--- src/rtl/hb_sup_pkg.sv ---
package hb_sup_pkg;

   // side index inside one bridge leg
   typedef enum logic {
      SIDE_LO = 1'b0,
      SIDE_HI = 1'b1
   } hb_side_e;

   // latched diagnostics; the warning flag is kept apart because it is not latched
   typedef struct packed {
      logic supply;
      logic short_ckt;
      logic open_ld;
   } hb_latch_t;

endpackage

--- src/rtl/hb_tick_filter.sv ---
module hb_tick_filter #(
   parameter int LIMIT = 16
) (
   input  logic clk,
   input  logic rst_n,
   input  logic cond,
   output logic hit
);
   localparam int CW = $clog2(LIMIT + 1);
   localparam logic [CW-1:0] TERM = CW'(LIMIT);

   logic [CW-1:0] cnt_q;

   // count consecutive edges with cond high; any drop-out restarts
   always_ff @(posedge clk or negedge rst_n) begin
      if (!rst_n)            cnt_q <= '0;
      else if (!cond)        cnt_q <= '0;
      else if (cnt_q != TERM) cnt_q <= cnt_q + 1'b1;
   end

   assign hit = cond && (cnt_q == TERM);

endmodule

--- src/rtl/hb_switch_guard.sv ---
module hb_switch_guard #(
   parameter int SC_FILT = 16,
   parameter int OL_FILT = 64
) (
   input  logic clk,
   input  logic rst_n,
   input  logic gate_on,
   input  logic oc_in,
   input  logic ol_in,
   input  logic ocs_en,
   input  logic srr,
   output logic sc_hit,
   output logic ol_hit,
   output logic tripped
);
   logic oc_cond, ol_cond;

   // faults only count while the switch conducts
   assign oc_cond = gate_on & oc_in;
   assign ol_cond = gate_on & ol_in;

   hb_tick_filter #(.LIMIT(SC_FILT)) u_sc_filt (
      .clk  (clk),
      .rst_n(rst_n),
      .cond (oc_cond),
      .hit  (sc_hit)
   );

   hb_tick_filter #(.LIMIT(OL_FILT)) u_ol_filt (
      .clk  (clk),
      .rst_n(rst_n),
      .cond (ol_cond),
      .hit  (ol_hit)
   );

   // shutdown latch: set wins over a simultaneous status reset
   always_ff @(posedge clk or negedge rst_n) begin
      if (!rst_n)                tripped <= 1'b0;
      else if (sc_hit && ocs_en) tripped <= 1'b1;
      else if (srr)              tripped <= 1'b0;
   end

endmodule

--- src/rtl/hb_bridge_leg.sv ---
module hb_bridge_leg
   import hb_sup_pkg::*;
#(
   parameter int DEAD_W  = 6,
   parameter int SC_FILT = 16,
   parameter int OL_FILT = 64
) (
   input  logic              clk,
   input  logic              rst_n,
   input  logic              req_lo,
   input  logic              req_hi,
   input  logic              block_all,
   input  logic              ocs_en,
   input  logic              srr,
   input  logic [DEAD_W-1:0] dead_cnt,
   input  logic              oc_lo,
   input  logic              oc_hi,
   input  logic              ol_lo,
   input  logic              ol_hi,
   output logic              gate_lo,
   output logic              gate_hi,
   output logic              sc_hit,
   output logic              ol_hit
);
   localparam int LO = int'(SIDE_LO);
   localparam int HI = int'(SIDE_HI);

   logic [1:0] req, oc, ol, gate, trip, sch, olh;
   logic       conflict;

   assign req      = {req_hi, req_lo};
   assign oc       = {oc_hi, oc_lo};
   assign ol       = {ol_hi, ol_lo};
   assign conflict = req_lo & req_hi;

   for (genvar s = 0; s < 2; s++) begin : g_side
      logic [DEAD_W-1:0] dt_q;
      logic              gate_q;
      logic              allow;

      hb_switch_guard #(
         .SC_FILT(SC_FILT),
         .OL_FILT(OL_FILT)
      ) u_guard (
         .clk    (clk),
         .rst_n  (rst_n),
         .gate_on(gate_q),
         .oc_in  (oc[s]),
         .ol_in  (ol[s]),
         .ocs_en (ocs_en),
         .srr    (srr),
         .sc_hit (sch[s]),
         .ol_hit (olh[s]),
         .tripped(trip[s])
      );

      assign allow = req[s] & ~conflict & ~trip[s] & ~block_all;

      // dead-time counter reloads while the partner conducts, drains after
      always_ff @(posedge clk or negedge rst_n) begin
         if (!rst_n) begin
            dt_q   <= '0;
            gate_q <= 1'b0;
         end else begin
            if (gate[1-s])       dt_q <= dead_cnt;
            else if (dt_q != '0) dt_q <= dt_q - 1'b1;
            gate_q <= allow & ~gate[1-s] & (dt_q == '0);
         end
      end

      assign gate[s] = gate_q;
   end

   assign gate_lo = gate[LO];
   assign gate_hi = gate[HI];
   assign sc_hit  = |sch;
   assign ol_hit  = |olh;

endmodule

--- src/rtl/hb_fault_supervisor.sv ---
module hb_fault_supervisor
   import hb_sup_pkg::*;
#(
   parameter int NUM_BRIDGES = 3,
   parameter int DEAD_W      = 6,
   parameter int UV_FILT     = 4000,
   parameter int SC_FILT     = 4000,
   parameter int OL_FILT     = 80000,
   parameter bit REG_WARN    = 1'b1
) (
   input  logic                     clk,
   input  logic                     rst_n,
   input  logic                     inhibit_n,
   input  logic                     cmd_load,
   input  logic [NUM_BRIDGES-1:0]   cmd_req_lo,
   input  logic [NUM_BRIDGES-1:0]   cmd_req_hi,
   input  logic                     cmd_ocs_en,
   input  logic                     cmd_status_rst,
   input  logic [DEAD_W-1:0]        dead_cnt,
   input  logic                     uv_in,
   input  logic [NUM_BRIDGES-1:0]   oc_lo_in,
   input  logic [NUM_BRIDGES-1:0]   oc_hi_in,
   input  logic [NUM_BRIDGES-1:0]   ol_lo_in,
   input  logic [NUM_BRIDGES-1:0]   ol_hi_in,
   input  logic [2*NUM_BRIDGES-1:0] therm_warn_in,
   input  logic [2*NUM_BRIDGES-1:0] therm_shut_in,
   output logic [NUM_BRIDGES-1:0]   gate_lo,
   output logic [NUM_BRIDGES-1:0]   gate_hi,
   output logic                     flag_warn,
   output logic                     flag_short,
   output logic                     flag_open,
   output logic                     flag_supply
);
   localparam int SW = 2 * NUM_BRIDGES;

   initial begin : prm_chk
      assert (NUM_BRIDGES >= 1) else $error("NUM_BRIDGES must be at least 1");
      assert (DEAD_W >= 1)      else $error("DEAD_W must be at least 1");
      assert (UV_FILT >= 2)     else $error("UV_FILT must be at least 2");
      assert (SC_FILT >= 2)     else $error("SC_FILT must be at least 2");
      assert (OL_FILT >= 2)     else $error("OL_FILT must be at least 2");
      assert (SW == 2 * NUM_BRIDGES) else $error("switch count mismatch");
   end

   // standby is a full reset of the block
   logic rst_int_n;
   assign rst_int_n = rst_n & inhibit_n;

   // command register
   logic [NUM_BRIDGES-1:0] req_lo_q, req_hi_q;
   logic                   ocs_q;
   logic                   srr;

   always_ff @(posedge clk or negedge rst_int_n) begin
      if (!rst_int_n) begin
         req_lo_q <= '0;
         req_hi_q <= '0;
         ocs_q    <= 1'b1;
      end else if (cmd_load) begin
         req_lo_q <= cmd_req_lo;
         req_hi_q <= cmd_req_hi;
         ocs_q    <= cmd_ocs_en;
      end
   end

   assign srr = cmd_load & cmd_status_rst;

   // supply undervoltage, filtered; releases as soon as the input drops
   logic uv_hit;

   hb_tick_filter #(.LIMIT(UV_FILT)) u_uv_filt (
      .clk  (clk),
      .rst_n(rst_int_n),
      .cond (uv_in),
      .hit  (uv_hit)
   );

   // thermal shutdown latch: cleared only by a reset written when cool
   logic tsd_any, tsd_q;
   assign tsd_any = |therm_shut_in;

   always_ff @(posedge clk or negedge rst_int_n) begin
      if (!rst_int_n)    tsd_q <= 1'b0;
      else if (tsd_any)  tsd_q <= 1'b1;
      else if (srr)      tsd_q <= 1'b0;
   end

   logic block_all;
   assign block_all = uv_hit | tsd_q | tsd_any;

   // bridge legs
   logic [NUM_BRIDGES-1:0] leg_sc, leg_ol;

   for (genvar b = 0; b < NUM_BRIDGES; b++) begin : g_leg
      hb_bridge_leg #(
         .DEAD_W (DEAD_W),
         .SC_FILT(SC_FILT),
         .OL_FILT(OL_FILT)
      ) u_leg (
         .clk      (clk),
         .rst_n    (rst_int_n),
         .req_lo   (req_lo_q[b]),
         .req_hi   (req_hi_q[b]),
         .block_all(block_all),
         .ocs_en   (ocs_q),
         .srr      (srr),
         .dead_cnt (dead_cnt),
         .oc_lo    (oc_lo_in[b]),
         .oc_hi    (oc_hi_in[b]),
         .ol_lo    (ol_lo_in[b]),
         .ol_hi    (ol_hi_in[b]),
         .gate_lo  (gate_lo[b]),
         .gate_hi  (gate_hi[b]),
         .sc_hit   (leg_sc[b]),
         .ol_hit   (leg_ol[b])
      );
   end

   // latched diagnostics: a live fault wins over a status reset
   hb_latch_t diag_q;

   always_ff @(posedge clk or negedge rst_int_n) begin
      if (!rst_int_n) begin
         diag_q <= '0;
      end else begin
         if (uv_hit)       diag_q.supply <= 1'b1;
         else if (srr)     diag_q.supply <= 1'b0;
         if (|leg_sc)      diag_q.short_ckt <= 1'b1;
         else if (srr)     diag_q.short_ckt <= 1'b0;
         if (|leg_ol)      diag_q.open_ld <= 1'b1;
         else if (srr)     diag_q.open_ld <= 1'b0;
      end
   end

   assign flag_supply = diag_q.supply;
   assign flag_short  = diag_q.short_ckt;
   assign flag_open   = diag_q.open_ld;

   // warning flag: registered or transparent variant
   if (REG_WARN) begin : g_warn_reg
      logic warn_q;
      always_ff @(posedge clk or negedge rst_int_n) begin
         if (!rst_int_n) warn_q <= 1'b0;
         else            warn_q <= |therm_warn_in;
      end
      assign flag_warn = warn_q;
   end else begin : g_warn_comb
      assign flag_warn = rst_int_n & (|therm_warn_in);
   end

endmodule

--- config.mk ---
export PLATFORM = sky130hd
export DESIGN_NAME = hb_fault_supervisor
export DESIGN_NICKNAME = d
export VERILOG_FILES = /design/src/rtl/hb_sup_pkg.sv /design/src/rtl/hb_tick_filter.sv /design/src/rtl/hb_switch_guard.sv /design/src/rtl/hb_bridge_leg.sv /design/src/rtl/hb_fault_supervisor.sv
export SDC_FILE = /design/constraint.sdc
export NUM_CORES = 1
export LEC_CHECK = 0
export CELL_PAD_IN_SITES_DETAIL_PLACEMENT = 0
export CELL_PAD_IN_SITES_GLOBAL_PLACEMENT = 1
export CORE_MARGIN = 8
export CORE_UTILIZATION = 30
export DETAILED_ROUTE_END_ITERATION = 8
export GPL_ROUTABILITY_DRIVEN = 1
export PLACE_DENSITY = 0.54
export SLEW_MARGIN = 25
export SYNTH_ARGS = -nofsm -noshare
export SYNTH_HDL_FRONTEND = slang
export SYNTH_SLANG_ARGS = --single-unit
--- constraint.sdc ---
create_clock -name clk -period 31.5 [get_ports clk]
set_clock_uncertainty 0.2 [all_clocks]
set_input_delay 7.875 -clock clk [delete_from_list [all_inputs] [get_ports clk]]
set_output_delay 7.875 -clock clk [all_outputs]
set_load 0.01 [all_outputs]
* Yosys cells after proc, flatten, opt, wreduce, memory -nomap -nowiden
Index checks and enable logic that the tools add are counted.
** Word-level totals
- Register bits :: 246
- Bits of input ports :: 43
- Output and inout bits :: 10
- Logic and storage cells :: 262
** Cells by class
- $add $sub $neg :: 19
- Equal/unequal tests :: 39
- Multiplexer cells :: 49
- Bitwise gates (word level) :: 65
- Reduce and logical (&&, ||, !) cells :: 51
** Operators by type and width (number)
- 17-bit 2-to-1 mux :: 12
- 12-bit 2-to-1 mux :: 14
- 17-bit by 1-bit adder with 17-bit output (second input constant) :: 6
- 17-bit == test (second input constant) :: 6
- 17-bit inequality test (second input constant) :: 6
- 12-bit by 1-bit adder with 12-bit output (second input constant) :: 7
- 12-bit == test (second input constant) :: 7
- 12-bit inequality test (second input constant) :: 7
- 6-bit 2-to-1 mux :: 12
- 1-bit bitwise AND :: 47
- 6-bit zero test :: 6
- 6-bit nonzero test :: 6
- 6-bit by 1-bit subtractor with 6-bit output (second input constant) :: 6
- 2-bit nonzero test :: 16
- 2-bit inequality test (second input constant) :: 12
- 6-bit OR reduction :: 4
- 1-bit logical AND :: 19
- 1-bit inverter :: 16
- 1-bit 2-to-1 mux :: 11
- 2-bit by 1-bit inequality test with 1-bit output (second input constant) :: 1
- 1-bit OR :: 2

* Logic depth before layout (Yosys ltp)
- Depth in word-level cells :: 8
- Mapped depth :: 7
- Gate-level depth less buffers :: 7

* Cells and area by module
Synthesis repeated with hierarchy kept, for this count alone.
** Second synthesis, totals
- Cells, all modules :: 1364
- Area total of the unflattened synthesis :: 13417.9 um2
** By module, submodules not included
- hb_tick_filter (g_leg[0].u_leg.g_side[0].u_guard.u_ol_filt ...) :: times used 6, cells each 92, area an instance 919.6 um2, seq. area each 425.4 um2
- hb_tick_filter (g_leg[0].u_leg.g_side[0].u_guard.u_sc_filt ...) :: times used 7, cells each 69, area an instance 655.6 um2, seq. area each 300.3 um2
- hb_bridge_leg :: times used 3, cells each 86, area an instance 833.3 um2, seq. area each 350.3 um2
- hb_fault_supervisor :: times used 1, cells each 35, area an instance 488.0 um2, seq. area each 301.5 um2
- hb_switch_guard :: times used 6, cells each 6, area an instance 53.8 um2, seq. area each 25.0 um2

* Least setup slack after synthesis
No wires, ideal clock.
- Kind :: input to register
- Start :: input port cmd_load
- End :: register diag_q (netlist bit flag_short)
- Library setup time :: 0.139 ns
- Data arrival time :: 9.133 ns
- Required time :: 31.161 ns
- Setup slack :: 22.029 ns
- Stages on the path :: 4
- Path buffers :: 1
- Cells stage by stage :: buf_2 nand2_1 a2111o_1 or4_1
** Between the ends
- Cells in the longest elaborated chain, start to end :: 2
** RTL lines
- from (decl) :: line hb_fault_supervisor.sv:14 : input logic cmd_load,
- 1-bit bitwise AND :: line hb_fault_supervisor.sv:66 : assign srr = cmd_load & cmd_status_rst;
- 2-bit nonzero test (no source line)
- to (decl) :: line hb_fault_supervisor.sv:120 : hb_latch_t diag_q;
Every way passes these cells.
A chain may end at the register's enable or synchronous reset.

==> summary.md <==
| Metric | Value |
|---|---|
| Run status | completed |
| CTS max path bufs | 3 |
| Maximum number of pins on one net before global-route repair | 71 |
| Routability congestion estimate | 0.705 |
| Standard-cell row count | 74 |
| Number of clock sinks | 246 |
| Switching share of power | 0.263 |
| Sequential cell fraction of total power | 0.446 |
| Setup_tns | 0 ps |
| Required time at the worst-slack endpoint | 31910 ps |
| Synthesized flop and latch total | around 250 |
| Final Max Slew Viols | 0 |
| Net switching power | 215 uW |
| Root buffer cell | clkbuf_16 |
| DRC violation total after the first TritonRoute iteration | 401 |
| Top-level port count | 53 |
| Synthesis-to-layout area growth | 16.5% |
| Total of buffers placed on input and output ports | 52 |
| Relative slew slack | 0.430 |
| Count of antenna-violating nets left after detailed routing | 0 |
| Chip height | 219 microns |
| Wire length of the first global-routing pass | 47.5 mm |
| Endpoint type of the worst setup path | asynchronous set/reset pin |
| Total area of multi-input combinational cells | 5940 sq um |
| CTS clk-pin slew, worst paths | roughly 60 ps |
| Worst slack on hold paths | 284 ps |
| Post-detailed-route wirelength per cell | roughly 15 microns |
| Total wire length | 27.6 mm |
| Diode insertion count for antenna repair | 0 |
| Post-CTS Hold Fix Bufs | 0 |
| Maximum operating frequency | around 98 MHz |
| Combinational share of power | 0.142 |
| Grt met1 use | 0.164 |
| Fraction of power consumed by the clock network | 0.412 |
| CTS Buf Count | 30 |
| # resized after CTS | 0 |
| Leakage power figure | 5.82 nW |
| Grt peak-use layer | met2 |
| Number of synthesized flops with an enable pin | 0 |
| Core area | 40800 sq um |
| All-Layer GR Usage | 0.119 |
| Avg Cell Area, Syn | between 9 and 10 sq um |
| Met3 track demand over resource in global routing | 0.0250 |
| Initial antenna violation count | 2 |
| Dpl hpwl | between 15 and 20 mm |
| Worst Hold Class | register to register |
| Most frequent cells in the layout | dfrtp_1 (245), nor2_1 (212), nand2_1 (116) |
| CP max FO | 62 |
| Synth Net Count | 1367 |
| Layout Utilization | 0.354 |
| Share of synthesized area occupied by flip-flops and latches | 0.496 |
| Initial Util | 0.304 |
| Chip width | between 200 and 250 microns |
| Area enclosed by the die boundary | approximately 48000 sq um |
| Final design instance area without fill | between 10000 and 15000 sq um |
| Most common cell after layout, fill and taps aside | dfrtp_1 |
| Detailed-route vias per instance | ~4.7 |
| Overall overflow remaining after global route | 0 |
| Measured slew at the worst slew-check pin | 856 ps |
| Maximum Capacitance Violations | 0 |
| Residual DRC | 0 |
| Post-synthesis cell type count | 53 |
| RSZ-0062 raised after global routing | no |
| GRT met2 Usage | 0.188 |
| Number of global-route vias before repair | 9193 |
| Maximum vdd ir drop | 0.0348 mV |
| Final hold violation count | 0 |
| Total power per unit cell area | 56.4 nW/um^2 |
| Cell internal power dissipation | 602 uW |
| Number of fill cells | 4186 |
| Crit path DAT | approximately 11000 ps |
| TritonRoute pass-1 iters | 4 |
| Minimum period implied by the final worst setup slack | 10210 ps |
| Main flop type after synthesis | dfrtp_1 |
| Final net count | 1424 |
| Ratio of final minimum period to clock period | 0.324 |
| Post-synth ARST share | 1.00 |
| Sequential cell area | 6160 sq um |
| Final count of negative-setup-slack endpoints | 0 |
| Share of post-route cells with drive strength above 1 | 0.0521 |
| CP Launch Type | input port |
| Via count | 8869 |
| Synthesis warning total | 0 |
| Clk_lat worst skew | 560 ps |
| Syn Inst Count | 1286 |
| Cell area reported after detailed placement | 13500 sq um |
| Overall power | 816 uW |
| Post-CTS Setup Inserts | 0 |
| Maximum level of the CTS H-tree | 1 |
| Class of the most critical setup path | input port to asynchronous set/reset pin |
| Total standard cell area after synthesis | 12400 sq um |
| CTS tree | built |
Yosys cell counts, types with 3 or more instances:
cell type	count	area, sq um
nor2b_1	7	43.8
and3_1	31	194
a22o_1	12	105
nor3_1	29	145
and2_1	23	144
dfrtp_1	245	6130
o21ai_0	39	195
or3_1	16	100
or4b_2	3	30.0
xnor2_1	72	631
inv_1	48	180
a21oi_1	35	175
mux2i_1	16	160
a31oi_1	3	18.8
nand2b_1	13	81.3
nand4_1	31	194
nor4_1	11	68.8
nor4b_1	11	96.3
and4_1	13	114
nand2_1	116	435
clkbuf_1	25	93.8
nor2_1	212	796
nor4bb_1	4	40.0
ha_1	38	475
nor3b_1	6	45.0
mux2_2	8	90.1
nand3b_1	8	60.1
buf_4	6	45.0
xor2_1	98	858
nand3_1	76	380
final cells by class:
cell class                      instances  share of cell area
Tap cell                              532              0.0460
Timing Repair Buffer                   57              0.0388
Multi-Input combinational cell        960               0.411
Sequential cell                       246               0.426
Clock inverter                          3             0.00104
Clock buffer                           50              0.0655
Inverter                               48              0.0125
through the flow:
stage | setup slack, ps | std cells
floorplan | 15470 | 1286
global placement | 20290 | 1843
detailed placement | 20320 | 1843
CTS | 20900 | 1896
global route | 20850 | 1896
finish | 21290 | 1896
final timing paths:
kind | to | cells after the start | from | slack (ps)
min in group asynchronous | asynchronous set/reset pin | 2 | inhibit_n | 7750
hold reg to reg | tsd_q | 1 | tsd_q | 280
max in group clk | gate_lo[1] | 1 | g_leg[1].u_leg.gate_lo | 21400
setup reg to reg | flag_short | 4 | g_leg[1].u_leg.gate_lo | 29020
hold / removal | tsd_q | 1 | tsd_q | 280
setup / recovery | asynchronous set/reset pin | 4 | rst_n | 21290
power groups by stage:
stage               sequential (mW)  clock (mW)  combinational [mW]
floorplan                     0.365           0              0.0933
global placement              0.370           0               0.117
detailed placement            0.370           0               0.118
CTS                           0.365       0.352               0.119
global route                  0.369       0.363               0.137
finish                        0.364       0.336               0.116
routing by layer:
layer  routed length [microns]  vias to the layer above
met5                        25                        -
met2                     12100                      102
li1                          -                     4456
met1                     13900                     4263
met3                       968                       44
met4                       697                        4
cells by family after synthesis:
| family | count (synthesis) | synth area share |
|---|---|---|
| AND/OR/NAND/NOR | 628 | 0.253 |
| multiplexers | 24 | 0.0202 |
| XOR/XNOR | 170 | 0.120 |
| adder cells (fa/ha/maj) | 38 | 0.0383 |
| AO/OA/AOI/OAI | 100 | 0.0469 |
| flip-flops | 246 | 0.496 |
| buffers and inverters | 80 | 0.0261 |
registers in the layout, indices dropped and copies added, names as in the netlist:
name,cells
flag_open,1
flag_short,1
g_leg.u_leg.g_side.u_guard.tripped,6
g_leg.u_leg.g_side.u_guard.u_ol_filt.cnt_q,102
g_leg.u_leg.gate_hi,3
req_hi_q,3
ocs_q,1
g_leg.u_leg.g_side.dt_q,36
tsd_q,1
flag_warn,1
u_uv_filt.cnt_q,12
flag_supply,1
g_leg.u_leg.gate_lo,3
g_leg.u_leg.g_side.u_guard.u_sc_filt.cnt_q,72
req_lo_q,3
critical path, cell delays in order:
cell and delay (ps):
clkdlybuf4s50_1 450, and2_4 710, buf_4 770, buf_4 710
No activity file was read; power rests on OpenSTA's default activity.
